## src/rtl/srcBankPkg.sv

```systemverilog
package srcBankPkg;
  // width of source indices carried in the strobe bundle
  localparam int STB_IDX_W = 8;

  typedef struct packed {
    logic                 cfgStb;
    logic [STB_IDX_W-1:0] cfgIdx;
    logic                 rejStb;
    logic [STB_IDX_W-1:0] rejIdx;
    logic                 eoiStb;
    logic [STB_IDX_W-1:0] eoiIdx;
    logic                 sweepStb;
    logic [STB_IDX_W-1:0] sweepIdx;
    logic                 grantStb;
    logic [STB_IDX_W-1:0] grantIdx;
  } bankStb_t;
endpackage

```

## src/rtl/srcBankCtrl.sv

```systemverilog
module srcBankCtrl
  import srcBankPkg::*;
#(
  parameter int NUM_SRC = 8,
  parameter int NUM_W   = 16,
  parameter logic [NUM_W-1:0] BASE_NUM = 'h1000,
  localparam int IDX_W  = (NUM_SRC > 1) ? $clog2(NUM_SRC) : 1
) (
  input  logic               clk,
  input  logic               rstN,
  input  logic               cfgValid,
  input  logic [IDX_W-1:0]   cfgIdx,
  input  logic               rejValid,
  input  logic [NUM_W-1:0]   rejNum,
  input  logic               eoiValid,
  input  logic [NUM_W-1:0]   eoiNum,
  input  logic               resendReq,
  input  logic [NUM_SRC-1:0] pendVec,
  output bankStb_t           stb,
  output logic               sweepActive,
  output logic [IDX_W-1:0]   sweepPtr
);
  localparam logic [IDX_W-1:0] LAST_IDX = IDX_W'(NUM_SRC - 1);

  logic [NUM_W-1:0] rejOff, eoiOff;
  logic rejIn, eoiIn;

  assign rejOff = rejNum - BASE_NUM;
  assign eoiOff = eoiNum - BASE_NUM;
  assign rejIn  = (rejNum >= BASE_NUM) && (rejOff < NUM_W'(NUM_SRC));
  assign eoiIn  = (eoiNum >= BASE_NUM) && (eoiOff < NUM_W'(NUM_SRC));

  // resend walk: one index per cycle
  always_ff @(posedge clk) begin
    if (!rstN) begin
      sweepActive <= 1'b0;
      sweepPtr    <= '0;
    end else if (sweepActive) begin
      if (sweepPtr == LAST_IDX) begin
        sweepActive <= 1'b0;
        sweepPtr    <= '0;
      end else begin
        sweepPtr <= sweepPtr + 1'b1;
      end
    end else if (resendReq) begin
      sweepActive <= 1'b1;
      sweepPtr    <= '0;
    end
  end

  // strobe decode and lowest-index grant
  always_comb begin
    stb          = '0;
    stb.cfgStb   = cfgValid && (int'(cfgIdx) < NUM_SRC);
    stb.cfgIdx   = STB_IDX_W'(cfgIdx);
    stb.rejStb   = rejValid && rejIn;
    stb.rejIdx   = rejOff[STB_IDX_W-1:0];
    stb.eoiStb   = eoiValid && eoiIn;
    stb.eoiIdx   = eoiOff[STB_IDX_W-1:0];
    stb.sweepStb = sweepActive;
    stb.sweepIdx = STB_IDX_W'(sweepPtr);
    for (int i = NUM_SRC - 1; i >= 0; i--) begin
      if (pendVec[i]) begin
        stb.grantStb = 1'b1;
        stb.grantIdx = STB_IDX_W'(i);
      end
    end
  end
endmodule

```

## src/rtl/srcBankData.sv

```systemverilog
module srcBankData
  import srcBankPkg::*;
#(
  parameter int NUM_SRC = 8,
  parameter int SRV_W   = 4,
  parameter int PRIO_W  = 8,
  parameter int NUM_W   = 16,
  parameter logic [NUM_W-1:0]   BASE_NUM   = 'h1000,
  parameter logic [NUM_SRC-1:0] LEVEL_MASK = '0,
  localparam int IDX_W  = (NUM_SRC > 1) ? $clog2(NUM_SRC) : 1
) (
  input  logic               clk,
  input  logic               rstN,
  input  logic [NUM_SRC-1:0] trigIn,
  input  logic [SRV_W-1:0]   cfgServer,
  input  logic [PRIO_W-1:0]  cfgPrio,
  input  bankStb_t           stb,
  output logic [NUM_SRC-1:0] pendVec,
  output logic [NUM_SRC-1:0] maskPendVec,
  output logic [NUM_SRC-1:0] maskedVec,
  output logic               reqValid,
  output logic [SRV_W-1:0]   reqServer,
  output logic [NUM_W-1:0]   reqNum,
  output logic [PRIO_W-1:0]  reqPrio
);
  localparam logic [PRIO_W-1:0] MASK_PRIO = '1;

  logic [SRV_W-1:0]  srvArr  [NUM_SRC];
  logic [PRIO_W-1:0] prioArr [NUM_SRC];

  for (genvar i = 0; i < NUM_SRC; i++) begin : g_src
    logic [SRV_W-1:0]  srvR;
    logic [PRIO_W-1:0] prioR;
    logic pendR, pendSet;
    logic cfgHit, rejHit, eoiHit, sweepHit, grantHit;
    logic [PRIO_W-1:0] prioNext;
    logic unmaskNext;

    assign cfgHit   = stb.cfgStb   && (stb.cfgIdx   == STB_IDX_W'(i));
    assign rejHit   = stb.rejStb   && (stb.rejIdx   == STB_IDX_W'(i));
    assign eoiHit   = stb.eoiStb   && (stb.eoiIdx   == STB_IDX_W'(i));
    assign sweepHit = stb.sweepStb && (stb.sweepIdx == STB_IDX_W'(i));
    assign grantHit = stb.grantStb && (stb.grantIdx == STB_IDX_W'(i));
    assign prioNext   = cfgHit ? cfgPrio : prioR;
    assign unmaskNext = (prioNext != MASK_PRIO);

    always_ff @(posedge clk) begin
      if (!rstN) begin
        srvR  <= '0;
        prioR <= MASK_PRIO;
      end else if (cfgHit) begin
        srvR  <= cfgServer;
        prioR <= cfgPrio;
      end
    end

    if (LEVEL_MASK[i]) begin : g_level
      logic assertR, sentR, sentKept, lineRise, checkOk;
      assign lineRise = trigIn[i] & ~assertR;
      assign sentKept = sentR & ~(rejHit | eoiHit);
      assign checkOk  = (lineRise | cfgHit | sweepHit) & unmaskNext
                        & trigIn[i] & ~sentKept;
      assign pendSet  = checkOk;
      always_ff @(posedge clk) begin
        if (!rstN) begin
          assertR <= 1'b0;
          sentR   <= 1'b0;
        end else begin
          assertR <= trigIn[i];
          sentR   <= sentKept | checkOk;
        end
      end
      assign maskPendVec[i] = 1'b0;
    end else begin : g_msg
      logic rejR, heldR;
      logic replay, resent;
      assign replay  = heldR & unmaskNext;
      assign resent  = sweepHit & rejR & unmaskNext;
      assign pendSet = (trigIn[i] & unmaskNext) | replay | resent;
      always_ff @(posedge clk) begin
        if (!rstN) begin
          rejR  <= 1'b0;
          heldR <= 1'b0;
        end else begin
          rejR  <= (rejR & ~sweepHit) | rejHit;
          heldR <= (heldR | trigIn[i]) & ~unmaskNext;
        end
      end
      assign maskPendVec[i] = heldR;
    end

    // waiting request; a masking write withdraws it
    always_ff @(posedge clk) begin
      if (!rstN) pendR <= 1'b0;
      else       pendR <= (pendR & ~grantHit & ~(cfgHit & ~unmaskNext)) | pendSet;
    end

    assign pendVec[i]   = pendR;
    assign maskedVec[i] = (prioR == MASK_PRIO);
    assign srvArr[i]    = srvR;
    assign prioArr[i]   = prioR;
  end

  logic [IDX_W-1:0] gIdx;
  assign gIdx = stb.grantIdx[IDX_W-1:0];

  always_ff @(posedge clk) begin
    if (!rstN) begin
      reqValid  <= 1'b0;
      reqServer <= '0;
      reqNum    <= '0;
      reqPrio   <= '0;
    end else begin
      reqValid <= stb.grantStb;
      if (stb.grantStb) begin
        reqServer <= srvArr[gIdx];
        reqPrio   <= prioArr[gIdx];
        reqNum    <= BASE_NUM + NUM_W'(gIdx);
      end
    end
  end
endmodule

```

## src/rtl/srcBank.sv

```systemverilog
module srcBank
  import srcBankPkg::*;
#(
  parameter int NUM_SRC = 8,
  parameter int SRV_W   = 4,
  parameter int PRIO_W  = 8,
  parameter int NUM_W   = 16,
  parameter logic [NUM_W-1:0]   BASE_NUM   = 'h1000,
  parameter logic [NUM_SRC-1:0] LEVEL_MASK = 8'hF0,
  localparam int IDX_W  = (NUM_SRC > 1) ? $clog2(NUM_SRC) : 1
) (
  input  logic               clk,
  input  logic               rstN,
  input  logic [NUM_SRC-1:0] trigIn,
  input  logic               cfgValid,
  input  logic [IDX_W-1:0]   cfgIdx,
  input  logic [SRV_W-1:0]   cfgServer,
  input  logic [PRIO_W-1:0]  cfgPrio,
  input  logic               rejValid,
  input  logic [NUM_W-1:0]   rejNum,
  input  logic               eoiValid,
  input  logic [NUM_W-1:0]   eoiNum,
  input  logic               resendReq,
  output logic               reqValid,
  output logic [SRV_W-1:0]   reqServer,
  output logic [NUM_W-1:0]   reqNum,
  output logic [PRIO_W-1:0]  reqPrio
);
  bankStb_t           stb;
  logic [NUM_SRC-1:0] pendVec, maskPendVec, maskedVec;
  logic               sweepActive;
  logic [IDX_W-1:0]   sweepPtr;

  srcBankCtrl #(.NUM_SRC(NUM_SRC), .NUM_W(NUM_W), .BASE_NUM(BASE_NUM)) u_ctrl (
    .clk(clk), .rstN(rstN), .cfgValid(cfgValid), .cfgIdx(cfgIdx),
    .rejValid(rejValid), .rejNum(rejNum), .eoiValid(eoiValid), .eoiNum(eoiNum),
    .resendReq(resendReq), .pendVec(pendVec), .stb(stb),
    .sweepActive(sweepActive), .sweepPtr(sweepPtr)
  );

  srcBankData #(.NUM_SRC(NUM_SRC), .SRV_W(SRV_W), .PRIO_W(PRIO_W), .NUM_W(NUM_W),
                .BASE_NUM(BASE_NUM), .LEVEL_MASK(LEVEL_MASK)) u_data (
    .clk(clk), .rstN(rstN), .trigIn(trigIn), .cfgServer(cfgServer), .cfgPrio(cfgPrio),
    .stb(stb), .pendVec(pendVec), .maskPendVec(maskPendVec), .maskedVec(maskedVec),
    .reqValid(reqValid), .reqServer(reqServer), .reqNum(reqNum), .reqPrio(reqPrio)
  );
endmodule

```

## config.mk

```make
export PLATFORM = sky130hd
export DESIGN_NAME = srcBank
export DESIGN_NICKNAME = d
export VERILOG_FILES = /design/src/rtl/srcBankPkg.sv /design/src/rtl/srcBankCtrl.sv /design/src/rtl/srcBankData.sv /design/src/rtl/srcBank.sv
export SDC_FILE = /design/constraint.sdc
export NUM_CORES = 1
export LEC_CHECK = 0
export BUFFER_PORTS_ARGS = -buffer_cell sky130_fd_sc_hd__buf_4
export CORE_AREA = 2 2 132 186
export DETAILED_ROUTE_END_ITERATION = 10
export DIE_AREA = 0 0 134 188
export PLACE_DENSITY = 0.53
export SLEW_MARGIN = 10
export SYNTH_ARGS = -nofsm -noshare
export SYNTH_HDL_FRONTEND = slang
export SYNTH_SLANG_ARGS = --single-unit
```

## constraint.sdc

```tcl
create_clock -name clk -period 3.8 [get_ports clk]
set_input_delay 0.57 -clock clk [delete_from_list [all_inputs] [get_ports clk]]
set_output_delay 0.57 -clock clk [all_outputs]
set_load 0.05 [all_outputs]
```

==> results of run 1 <==
worst max-delay path, stage by stage (launching register included):
cell	delay, ns
sky130_fd_sc_hd__dfxtp_1	0.54
sky130_fd_sc_hd__nor4_1	0.78
sky130_fd_sc_hd__nand2_1	0.53
sky130_fd_sc_hd__a221o_1	0.43
sky130_fd_sc_hd__a21oi_1	0.15
sky130_fd_sc_hd__nor3_1	0.06
cells by family (layout without fill, tap and decap cells):
| logic type | after synthesis | count (layout) |
|---|---|---|
| AOI/OAI and AO/OA | 137 | 137 |
| muxes | 27 | 27 |
| other | 1 | 12 |
| buffers and inverters | 90 | 136 |
| DFF | 141 | 141 |
| and+or+nand+nor | 415 | 415 |
| adders and majority gates | 6 | 6 |
cell usage in the layout, fill, tap and decap left out, types with 7 or more instances in the layout:
cell type / count
sky130_fd_sc_hd__nand2_1: 219
sky130_fd_sc_hd__dfxtp_1: 141
sky130_fd_sc_hd__buf_4: 87
sky130_fd_sc_hd__nand3_1: 77
sky130_fd_sc_hd__a21boi_0: 39
sky130_fd_sc_hd__nor2_1: 38
sky130_fd_sc_hd__mux2i_1: 20
sky130_fd_sc_hd__nand4_1: 19
sky130_fd_sc_hd__inv_1: 18
sky130_fd_sc_hd__clkbuf_16: 17
sky130_fd_sc_hd__o21ai_0: 16
sky130_fd_sc_hd__nor2b_1: 13
sky130_fd_sc_hd__nor3_1: 12
sky130_fd_sc_hd__a21oi_1: 12
sky130_fd_sc_hd__conb_1: 12
sky130_fd_sc_hd__and2_1: 11
sky130_fd_sc_hd__a22oi_1: 10
sky130_fd_sc_hd__a222oi_1: 9
sky130_fd_sc_hd__and3_1: 8
sky130_fd_sc_hd__mux2_2: 7
sky130_fd_sc_hd__a221oi_1: 7
sky130_fd_sc_hd__o31a_1: 7
power groups by stage:
stage	sequential (µW)	clock, µW	combinational (µW)
after floorplan	1780	0	479
after global placement	1700	0	864
after detailed placement	1700	0	869
after CTS	1670	1830	871
after global routing	1670	1880	934
final	1670	1810	871
flip-flops by register name, summed over array words and instances, names as in the netlist:
register / count
u_data.g_src.g_msg.rejR: 4
u_data.g_src.g_level.assertR: 4
u_data.reqNum: 4
u_ctrl.sweepPtr: 3
u_data.reqPrio: 8
u_data.g_src.g_level.sentR: 4
u_data.reqServer: 4
u_data.reqValid: 1
u_data.g_src.srvR: 32
u_data.g_src.g_msg.heldR: 4
u_data.g_src.pendR: 8
u_data.g_src.prioR: 64
u_ctrl.sweepActive: 1
through the flow:
step | utilization | setup slack (ns) | hold slack, ns | cells
final | 0.3343 | 1.181 | 0.3519 | 1184
after global routing | 0.3343 | 0.9828 | 0.3586 | 1184
after global placement | 0.3074 | 1.230 | 0.4523 | 1153
after floorplan | - | 1.858 | 0.4390 | 828
after detailed placement | 0.3074 | 1.234 | 0.4592 | 1153
after CTS | 0.3343 | 1.220 | 0.3438 | 1184
area by class of cell:
class,instances,share of cell area
multi-input combinational,597,0.4204
sequential,141,0.3584
timing repair buffer,87,0.08294
clock buffer,22,0.06022
tap,310,0.04925
clock inverter,9,0.02018
inverter,18,0.008580
path summary, 6_finish.rpt:
path | start | endpoint | slack, ns | cells past startpoint
worst max-delay path | u_data.g_src[0].pendR | u_data.reqPrio[7] | 1.18 | 5
worst min-delay path | trigIn[4] | u_data.g_src[4].g_level.assertR | 0.35 | 2
worst max register to register | u_data.g_src[0].pendR | u_data.reqPrio[7] | 1.18 | 5
worst min register to register | u_data.g_src[7].srvR[1] | u_data.g_src[7].srvR[1] | 0.46 | 2
layer usage:
| metal | global-route usage | routed length, µm | vias to the layer above |
|---|---|---|---|
| met4 | 0.1056 | 1143 | 0 |
| met3 | 0.03514 | 1327 | 54 |
| met1 | 0.1995 | 8633 | 2895 |
| met2 | 0.3260 | 11810 | 248 |
| li1 | - | - | 2909 |
| met5 | 0 | 0 | - |
==> flow_summary.ini, run 1 <==
[status]
run_status = finished, final reports clean

[synthesis]
ys_async_sr_fraction = 0
synthTopCellsByCount = sky130_fd_sc_hd__nand2_1 (219), sky130_fd_sc_hd__dfxtp_1 (141), sky130_fd_sc_hd__nand3_1 (77)
synth_cells = 817
xor_xnor_cell_area_share_of_the_yosys_netlist = 0
synth_fa_ha_area_frac = 0.01157
synth_cell_types = 51
synth_edf_count = 0
synth_sequential_area_ratio = 0.4348
synthMuxAreaShare = 0.04298
synth.area.top_cells = sky130_fd_sc_hd__dfxtp_1 (43%), sky130_fd_sc_hd__nand2_1 (13%), sky130_fd_sc_hd__nand3_1 (5.9%), sky130_fd_sc_hd__a21boi_0 (4.5%), sky130_fd_sc_hd__mux2i_1 (3.1%)
synth_simple_gate_area_share = 0.2859
yosys_most_used_dff = sky130_fd_sc_hd__dfxtp_1
synth_seq_cells = 141
synth_most_common_cell = sky130_fd_sc_hd__nand2_1
synth.avg_cell_area_um2 = 7.945
synth_largest_area_cell = sky130_fd_sc_hd__dfxtp_1
synth_largest_type_area_fraction = 0.4348
yosysWarningCount = 0
synth_top_family_by_area = simple AND/OR/NAND/NOR gates
post_synth_instance_area_um2 = 6491
area_fraction_in_compound_gates_after_synthesis = 0.1619

[floorplan]
initial_core_util = 0.2756
fp.dieArea_um2 = 25190
die_w_um = 134
top_level_ports = 90
die_y_um = 188
floorplan.rows = 67
placeableCoreArea_um2 = 23560

[drt]
detail_route.wl_per_cell_um = 19.35
drt_first_iter_violations = 506
iteration_count_of_the_initial_detailed_routing_pass = 6
detailroute.via_count = 6106
totalWireLength_um = 22920
drcViolationCount = 0
antenna_violating_nets_post_route = 0
drt-vias-per-instance = 5.157

[pwr]
worst_ir_drop_vdd_mv = 0.3516
internal_power_uw = 3024
power_dens_cells_nw_per_um2 = 551.9
p_comb_frac = 0.200
netSwitchingFraction = 0.3043
switching_power_uw = 1322
leakage_uw = 0.003306
power_frac_seq = 0.384
clkPwrFrac = 0.416
design_power_total_uw = 4346

[clock_tree]
clock_tree.root_cell = sky130_fd_sc_hd__clkbuf_16
cts_resized = 0
ctsHtreeMaxLevel = 4
cts.sinks = 141
cts.repair_timing.setup_buffer_count = 0
cts.path.max_buffers = 2
cts.reportedPaths.clkPinSlew_ns = 0.06
clock_insertion_delay_at_the_later_pin_of_the_skew_report_ns = 0.44
cts_tree = built
holdBufCountCts = 0
tritoncts_buffers = 17

[grt]
number_of_global_route_vias_before_repair = 5973
grt_overflow = 0
wire_length_of_the_first_global_routing_pass_um = 34510
gr-usage-all-layers = 0.1827
antenna_found_initial = 0
grt_max_degree = 84

[critical_path]
worstSetupEndpointType = flip-flop
worst-endpoint-required_ns = 4.12
worst_setup_path_start_kind = flip-flop
worst_path_max_fanout = 18
path_class = flip-flop to flip-flop
worstPathArrival_ns = 2.93

[run]
maxCapViolCount = 0

[sta]
drv_slew = 0
post-route-period-util = 0.6892
hold_viol_final = 0
grt_setup_unrepaired = false
slew_headroom = 0.3294
worst_pin_slew_ns = 1.002
setup-violations-final = 0
period_needed_ns = 2.619
fin_worst_skew_ns = 0.009037
tns_ns = 0
max_clock_freq_mhz = 381.9

[placement]
placed_area_um2 = 7242
dp_hpwl_um = 16670
gp_congestion = 0.8617
io_buffer_count = 77

[cells_and_area]
nNetsFinal = 929
area.sequential_um2 = 2823
multi_input_area_um2 = 3311
drive_gt1_frac = 0.1453
fill_cells = 2491
design_area_um2 = 7875
antenna-diode-count = 0
syn2layout_area_growth_pct = 21.32

[min_path]
timing.hold.worst.class = input pin to flip-flop
Note: power is estimated with default switching activity, not from simulation.
==> inputs of run 2 (changes only) <==
--- a/config.mk
+++ b/config.mk
@@ -5,10 +5,11 @@
 export SDC_FILE = /design/constraint.sdc
 export NUM_CORES = 1
 export LEC_CHECK = 0
+export ABC_AREA = 1
 export BUFFER_PORTS_ARGS = -buffer_cell sky130_fd_sc_hd__buf_4
-export CORE_AREA = 2 2 132 186
+export CORE_AREA = 2 2 137 193
 export DETAILED_ROUTE_END_ITERATION = 10
-export DIE_AREA = 0 0 134 188
+export DIE_AREA = 0 0 139 195
 export PLACE_DENSITY = 0.53
 export SLEW_MARGIN = 10
 export SYNTH_ARGS = -nofsm -noshare
==> constraint.sdc (replaced) <==
create_clock -name clk -period 2.7 [get_ports clk]
set_input_delay 0.405 -clock clk [delete_from_list [all_inputs] [get_ports clk]]
set_output_delay 0.405 -clock clk [all_outputs]
set_load 0.05 [all_outputs]
==> run 2 against run 1 <==
  * Count of clock-buffer cells in the layout stayed put
  * Combinational power up 110%
  * First-iteration DRC count is 4.7% lower
  * Critical endpoint is now u_data.g_src[5].pendR
  * Core utilization increased by 0.28 points
  * Global-route usage shrank 1.6 points
  * Sequential power is 38% higher
  * Clock power grew 57%
==> flow_summary.ini, run 2 <==
[status]
run_status = finished, final reports clean

[critical_path]
slowest_stage = sky130_fd_sc_hd__dfxtp_1
worst-endpoint-required_ns = 3.01
worst_path_max_fanout = 22
worst_setup_path_start_kind = flip-flop
worst_path_most_repeated_cell = sky130_fd_sc_hd__nand2_1
timing.critical_path.cells = inv_2, nand2_1, nand2_1, nand2_2, nand2_4, nand2_4, nand2_2, nor2_2, nand2_1, o211ai_1, a21oi_1
slowest_delay_ns = 0.44
path_class = flip-flop to flip-flop
worstSetupEndpointType = flip-flop
worstPathArrival_ns = 2.40

[sta]
post-route-period-util = 0.7764
max_clock_freq_mhz = 477.0
fin_worst_skew_ns = 0.006228
drv_slew = 0
slew_headroom = 0.5425
grt_setup_unrepaired = false
setup-violations-final = 0
worst_pin_slew_ns = 0.6846
period_needed_ns = 2.096
worst_hold_slack_ns = 0.1701
hold_viol_final = 0
tns_ns = 0

[synthesis]
synth.area.top_cells = sky130_fd_sc_hd__dfxtp_1 (40%), sky130_fd_sc_hd__nand2_1 (13%), sky130_fd_sc_hd__nand3_1 (7.1%), sky130_fd_sc_hd__o21ai_0 (6.5%), sky130_fd_sc_hd__nor2_1 (6.1%)
synth_seq_cells = 141
synth.avg_cell_area_um2 = 6.898
area_fraction_in_compound_gates_after_synthesis = 0.1009
synth_top_family_by_area = simple AND/OR/NAND/NOR gates
synth_simple_gate_area_share = 0.3858
synth_most_common_cell = sky130_fd_sc_hd__nand2_1
synth_largest_area_cell = sky130_fd_sc_hd__dfxtp_1
xor_xnor_cell_area_share_of_the_yosys_netlist = 0
post_synth_instance_area_um2 = 7022
synthMuxAreaShare = 0
synth_fa_ha_area_frac = 0.01069
yosys_most_used_dff = sky130_fd_sc_hd__dfxtp_1
synth_sequential_area_ratio = 0.4020
ys_async_sr_fraction = 0
synth_cell_types = 33
yosysWarningCount = 0
synth_largest_type_area_fraction = 0.4020
synth_edf_count = 0
synthTopCellsByCount = sky130_fd_sc_hd__nand2_1 (247), sky130_fd_sc_hd__dfxtp_1 (141), sky130_fd_sc_hd__nor2_1 (114)
synth_cells = 1018

[run]
maxCapViolCount = 0

[clock_tree]
clock_insertion_delay_at_the_later_pin_of_the_skew_report_ns = 0.43
tritoncts_buffers = 17
ctsHtreeMaxLevel = 4
clock_tree.root_cell = sky130_fd_sc_hd__clkbuf_16
cts_tree = built
cts.sinks = 141
cts.reportedPaths.clkPinSlew_ns = 0.06
holdBufCountCts = 0
cts_resized = 0
cts.repair_timing.setup_buffer_count = 0
cts.path.max_buffers = 2

[pwr]
leakage_uw = 0.004030
power_dens_cells_nw_per_um2 = 827.5
power_frac_seq = 0.329
clkPwrFrac = 0.405
p_comb_frac = 0.266
netSwitchingFraction = 0.3269
switching_power_uw = 2298
worst_ir_drop_vdd_mv = 0.4452
internal_power_uw = 4733

[placement]
placed_area_um2 = 7782
gp_congestion = 0.8599
io_buffer_count = 77
dp_hpwl_um = 15980

[cells_and_area]
fill_cells = 2771
drive_gt1_frac = 0.1765
nNetsFinal = 1142
antenna-diode-count = 0
layout_common_cells = sky130_fd_sc_hd__nand2_1 (247), sky130_fd_sc_hd__dfxtp_1 (141), sky130_fd_sc_hd__nor2_1 (114)
final_util = 0.3371
largestRegisters = u_data.g_src.prioR (64), u_data.g_src.srvR (32)
largest_register_ff_count = 64
design_area_um2 = 8498
syn2layout_area_growth_pct = 21.03
most_common_cell_after_layout_fill_and_taps_aside = sky130_fd_sc_hd__nand2_1
largest_register = u_data.g_src.prioR

[drt]
drt_first_iter_violations = 482
drt-vias-per-instance = 4.749
drcViolationCount = 0
antenna_violating_nets_post_route = 0
detailroute.via_count = 6682
totalWireLength_um = 22300
detail_route.wl_per_cell_um = 15.85
iteration_count_of_the_initial_detailed_routing_pass = 5

[floorplan]
initial_core_util = 0.2785
die_w_um = 139
die_y_um = 195
top_level_ports = 90
placeableCoreArea_um2 = 25210
floorplan.rows = 69
fp.dieArea_um2 = 27110

[grt]
wire_length_of_the_first_global_routing_pass_um = 35710
grt_max_degree = 61
antenna_found_initial = 1
grt_overflow = 0
number_of_global_route_vias_before_repair = 6676
gr-usage-all-layers = 0.1667

[min_path]
timing.hold.worst.class = input pin to flip-flop
## run 2: metal layers
metal  up-vias  routed length, µm  share of wire  GRT usage
met3        40                847          0.038    0.02918
li1       3405                  -              -          -
met4         0                898          0.040    0.07632
met5         -                  0              0          0
met2       174              10840           0.49     0.2868
met1      3063               9714           0.44     0.2025
## run 2: stage by stage
| stage | std cells | setup WS, ns | total power (µW) |
|---|---|---|---|
| floorplan | 1029 | 1.146 | 3652 |
| global placement | 1375 | 0.4633 | 4233 |
| detailed placement | 1375 | 0.4407 | 4228 |
| CTS | 1407 | 0.5881 | 7080 |
| global route | 1407 | 0.3347 | 7371 |
| finish | 1407 | 0.6037 | 7032 |
## run 2: cells by family (layout without fill, tap and decap cells)
| group | Yosys count | count (layout) |
|---|---|---|
| and+or+nand+nor | 589 | 589 |
| adders and majority gates | 6 | 6 |
| DFF | 141 | 141 |
| other | 1 | 12 |
| AOI/OAI and AO/OA | 134 | 134 |
| buffers and inverters | 147 | 206 |
## run 2: power groups by stage
stage	registers [µW]	clock network, µW	logic, µW
2_1_floorplan	2550	0	1100
3_3_place_gp	2360	0	1880
3_5_place_dp	2360	0	1870
4_1_cts	2310	2890	1880
5_1_grt	2330	2990	2050
6_report	2310	2850	1870
## run 2: worst paths after layout
check	start	to	slack, ns	cells past startpoint
worst max register to register	u_data.g_src[5].pendR	u_data.g_src[5].pendR	0.60	11
worst min-delay path	trigIn[6]	u_data.g_src[6].g_level.assertR	0.17	3
worst max-delay path	u_data.g_src[5].pendR	u_data.g_src[5].pendR	0.60	11
worst min register to register	u_data.reqNum[12]	u_data.reqNum[12]	0.46	2
## run 2: area by class of cell
type | instances | area [µm²] | area share
Timing Repair Buffer | 92 | 715.7 | 0.08422
Tap cell | 319 | 399.1 | 0.04697
Clock inverter | 10 | 231.5 | 0.02724
Clock buffer | 22 | 484.2 | 0.05698
Sequential cell | 141 | 2823 | 0.3322
Inverter | 82 | 307.8 | 0.03622
Multi-Input combinational cell | 741 | 3537 | 0.4162
## run 2: critical path, delay by kind of cell (launching register included)
family / cells / cell delay [ns]
compound gates: 2 / 0.17
simple gates: 8 / 1.29
flops: 1 / 0.44
buf+inv: 1 / 0.05
==> inputs of run 3 (changes only) <==
--- a/config.mk
+++ b/config.mk
@@ -5,12 +5,12 @@
 export SDC_FILE = /design/constraint.sdc
 export NUM_CORES = 1
 export LEC_CHECK = 0
-export ABC_AREA = 1
+export ABC_AREA = 0
 export BUFFER_PORTS_ARGS = -buffer_cell sky130_fd_sc_hd__buf_4
-export CORE_AREA = 2 2 137 193
+export CORE_AREA = 2 2 132 186
 export DETAILED_ROUTE_END_ITERATION = 10
-export DIE_AREA = 0 0 139 195
-export PLACE_DENSITY = 0.53
+export DIE_AREA = 0 0 134 188
+export PLACE_DENSITY = 0.55
 export SLEW_MARGIN = 10
 export SYNTH_ARGS = -nofsm -noshare
 export SYNTH_HDL_FRONTEND = slang
==> constraint.sdc (replaced) <==
create_clock -name clk -period 1.9 [get_ports clk]
set_input_delay 0.285 -clock clk [delete_from_list [all_inputs] [get_ports clk]]
set_output_delay 0.285 -clock clk [all_outputs]
set_load 0.05 [all_outputs]
==> run 3 against run 2 <==
  * The flow now finishes with violations (setup timing)
  * Worst hold slack worse by 0.082 ns
  * Worst setup slack worse by 0.61 ns
  * Combinational power is 16% higher
  * Critical path type unchanged
  * Non-clock buffer count is 57 higher
  * Core utilization is 2.2 points higher
  * Flip-flop and latch count stayed put
  * Sequential share of layout area is 0.32 points higher
  * Register-to-register slack worse by 0.61 ns
  * Wire length is 3.9% higher
  * Count of clock-buffer cells in the layout is 1 lower
==> flow_summary.ini, run 3 (same netlist as run 1, synthesis figures left out) <==
[clock_tree]
cts.path.max_buffers = 2
ctsHtreeMaxLevel = 4
tritoncts_buffers = 17
cts_tree = built
clock_tree.root_cell = sky130_fd_sc_hd__clkbuf_16
cts.sinks = 141
holdBufCountCts = 0
clock_insertion_delay_at_the_later_pin_of_the_skew_report_ns = 0.43
cts.reportedPaths.clkPinSlew_ns = 0.06

[cells_and_area]
layout_common_cells = sky130_fd_sc_hd__nand2_1 (219), sky130_fd_sc_hd__buf_4 (139), sky130_fd_sc_hd__dfxtp_1 (134)
most_common_cell_after_layout_fill_and_taps_aside = sky130_fd_sc_hd__nand2_1
final_util = 0.3591
instances_no_fill = 1246
antenna-diode-count = 0
multi_input_area_um2 = 3396
largestRegisters = u_data.g_src.prioR (64), u_data.g_src.srvR (32)
nNetsFinal = 991
fill_cells = 2450
syn2layout_area_growth_pct = 30.30
area.sequential_um2 = 2836
largest_register_ff_count = 64
largest_register = u_data.g_src.prioR
drive_gt1_frac = 0.2244

[floorplan]
top_level_ports = 90
die_y_um = 188
initial_core_util = 0.2756
placeableCoreArea_um2 = 23560
floorplan.rows = 67
die_w_um = 134
fp.dieArea_um2 = 25190

[placement]
io_buffer_count = 77
worst_setup_slack_after_placement_ns = -0.08777
dp_hpwl_um = 17390
placed_cells_incl_taps = 1211
gp_congestion = 0.8843

[sta]
worst_pin_slew_ns = 0.5177
setup-violations-final = 2
setup_slack_ns = -0.003788
grt_setup_unrepaired = true
max_clock_freq_mhz = 525.3
slew_headroom = 0.6549
drv_slew = 0
period_needed_ns = 1.904
post-route-period-util = 1.002
hold_viol_final = 0
fin_worst_skew_ns = 0.01037

[drt]
iteration_count_of_the_initial_detailed_routing_pass = 7
detailroute.via_count = 6301
totalWireLength_um = 23170
antenna_violating_nets_post_route = 0
drt-vias-per-instance = 5.057
detail_route.wl_per_cell_um = 18.60
drcViolationCount = 0
drt_first_iter_violations = 467

[critical_path]
worstPathArrival_ns = 2.22
path_class = flip-flop to flip-flop
r2r.worst_path.cells = 7
worst_path_max_fanout = 5
worst_setup_path_start_kind = flip-flop
worstSetupEndpointType = flip-flop
rr_endpoint = u_data.reqPrio[5]
rr_startpoint = u_data.g_src[5].pendR
worst-endpoint-required_ns = 2.22
setup.reg_to_reg.worst_slack_ns = -0.004

[pwr]
design_power_total_uw = 8670
worst_ir_drop_vdd_mv = 0.6104
leakage_uw = 0.003631
power_dens_cells_nw_per_um2 = 1025

[grt]
number_of_global_route_vias_before_repair = 6210
antenna_found_initial = 0
grt_max_degree = 47
grt_overflow = 0
gr-usage-all-layers = 0.1838
wire_length_of_the_first_global_routing_pass_um = 35230

[min_path]
holdPathStages = 2
timing.hold.worst.class = input pin to flip-flop
start_point_of_the_worst_hold_path = trigIn[4]
worst_hold_path.endpoint = u_data.g_src[4].g_level.assertR

[status]
violations = setup timing
run_status = complete, but fails checks

[run]
maxCapViolCount = 0
-- run 3: changes by cell type in the layout (fill, tap and decap cells not counted), sizes merged, moves of 38 or more --
cell	delta
a21boi	+38
buf	+56
nor2	-80
inv	-64
nand2	-38
o21ai	-79
or2	-40
-- run 3: worst max path at each step --
stage	to	cells after the start	slack [ns]	start
5_1_grt	u_data.reqPrio[3]	7	-0.09	u_data.g_src[6].pendR
6_report	u_data.reqPrio[5]	7	-0.004	u_data.g_src[5].pendR
3_3_place_gp	u_data.g_src[7].pendR	6	-0.09	u_data.g_src[5].pendR
3_5_place_dp	u_data.reqPrio[3]	6	-0.09	u_data.g_src[3].pendR
4_1_cts	u_data.reqServer[1]	8	-0.03	u_data.g_src[3].pendR
2_1_floorplan	u_data.reqPrio[3]	6	0.04	u_data.g_src[3].pendR
-- run 3: per-stage QoR --
stage | area [µm²] | setup TNS, ns | hold slack (ns)
final | 8458 | -0.006446 | 0.08829
after global routing | 8458 | -0.4474 | 0.09520
after CTS | 8327 | -0.06644 | 0.08268
after detailed placement | 7727 | -0.8337 | 0.4561
after global placement | 7727 | -0.6333 | 0.4501
after floorplan | 6533 | 0 | 0.4067
-- run 3: repair_timing --
| item | CTS | global route |
|---|---|---|
| cloned | 0 | 1 |
| endpoints found under the setup margin | 12 | 14 |
| setup buffers | 1 | 2 |
| gates resized for setup | 10 | 25 |
| pin swaps | 4 | 4 |
-- run 3: cell type report --
type | count | area share
well taps | 310 | 0.04586
clock inverters | 10 | 0.01080
multi-input cells | 597 | 0.4015
clock buffers | 21 | 0.05562
repair buffers | 149 | 0.1429
flip-flops and latches | 141 | 0.3354
inverters | 18 | 0.007988
-- run 3: power breakdown --
part	internal [µW]	leakage (µW)	total, µW	switching [µW]
combinational	890	0.00220	2160	1270
sequential	3150	0.00116	3320	175
clock	1890	0.000275	3190	1300
-- run 3: worst max-delay path: stages, from the launching register on --
cell and delay [ns]:
sky130_fd_sc_hd__dfxtp_2 0.36, sky130_fd_sc_hd__nor2_1 0.08, sky130_fd_sc_hd__a221oi_4 0.26, sky130_fd_sc_hd__buf_6 0.18, sky130_fd_sc_hd__mux2_2 0.34, sky130_fd_sc_hd__a222oi_1 0.26, sky130_fd_sc_hd__o221ai_1 0.14, sky130_fd_sc_hd__and2_1 0.18
-- run 3: metal layers --
layer,part of all wire,global-route usage,vias up
met5,0,0,-
met4,0.050,0.1056,0
met3,0.049,0.03136,55
met2,0.52,0.3320,216
met1,0.38,0.1999,2999
li1,-,-,3031
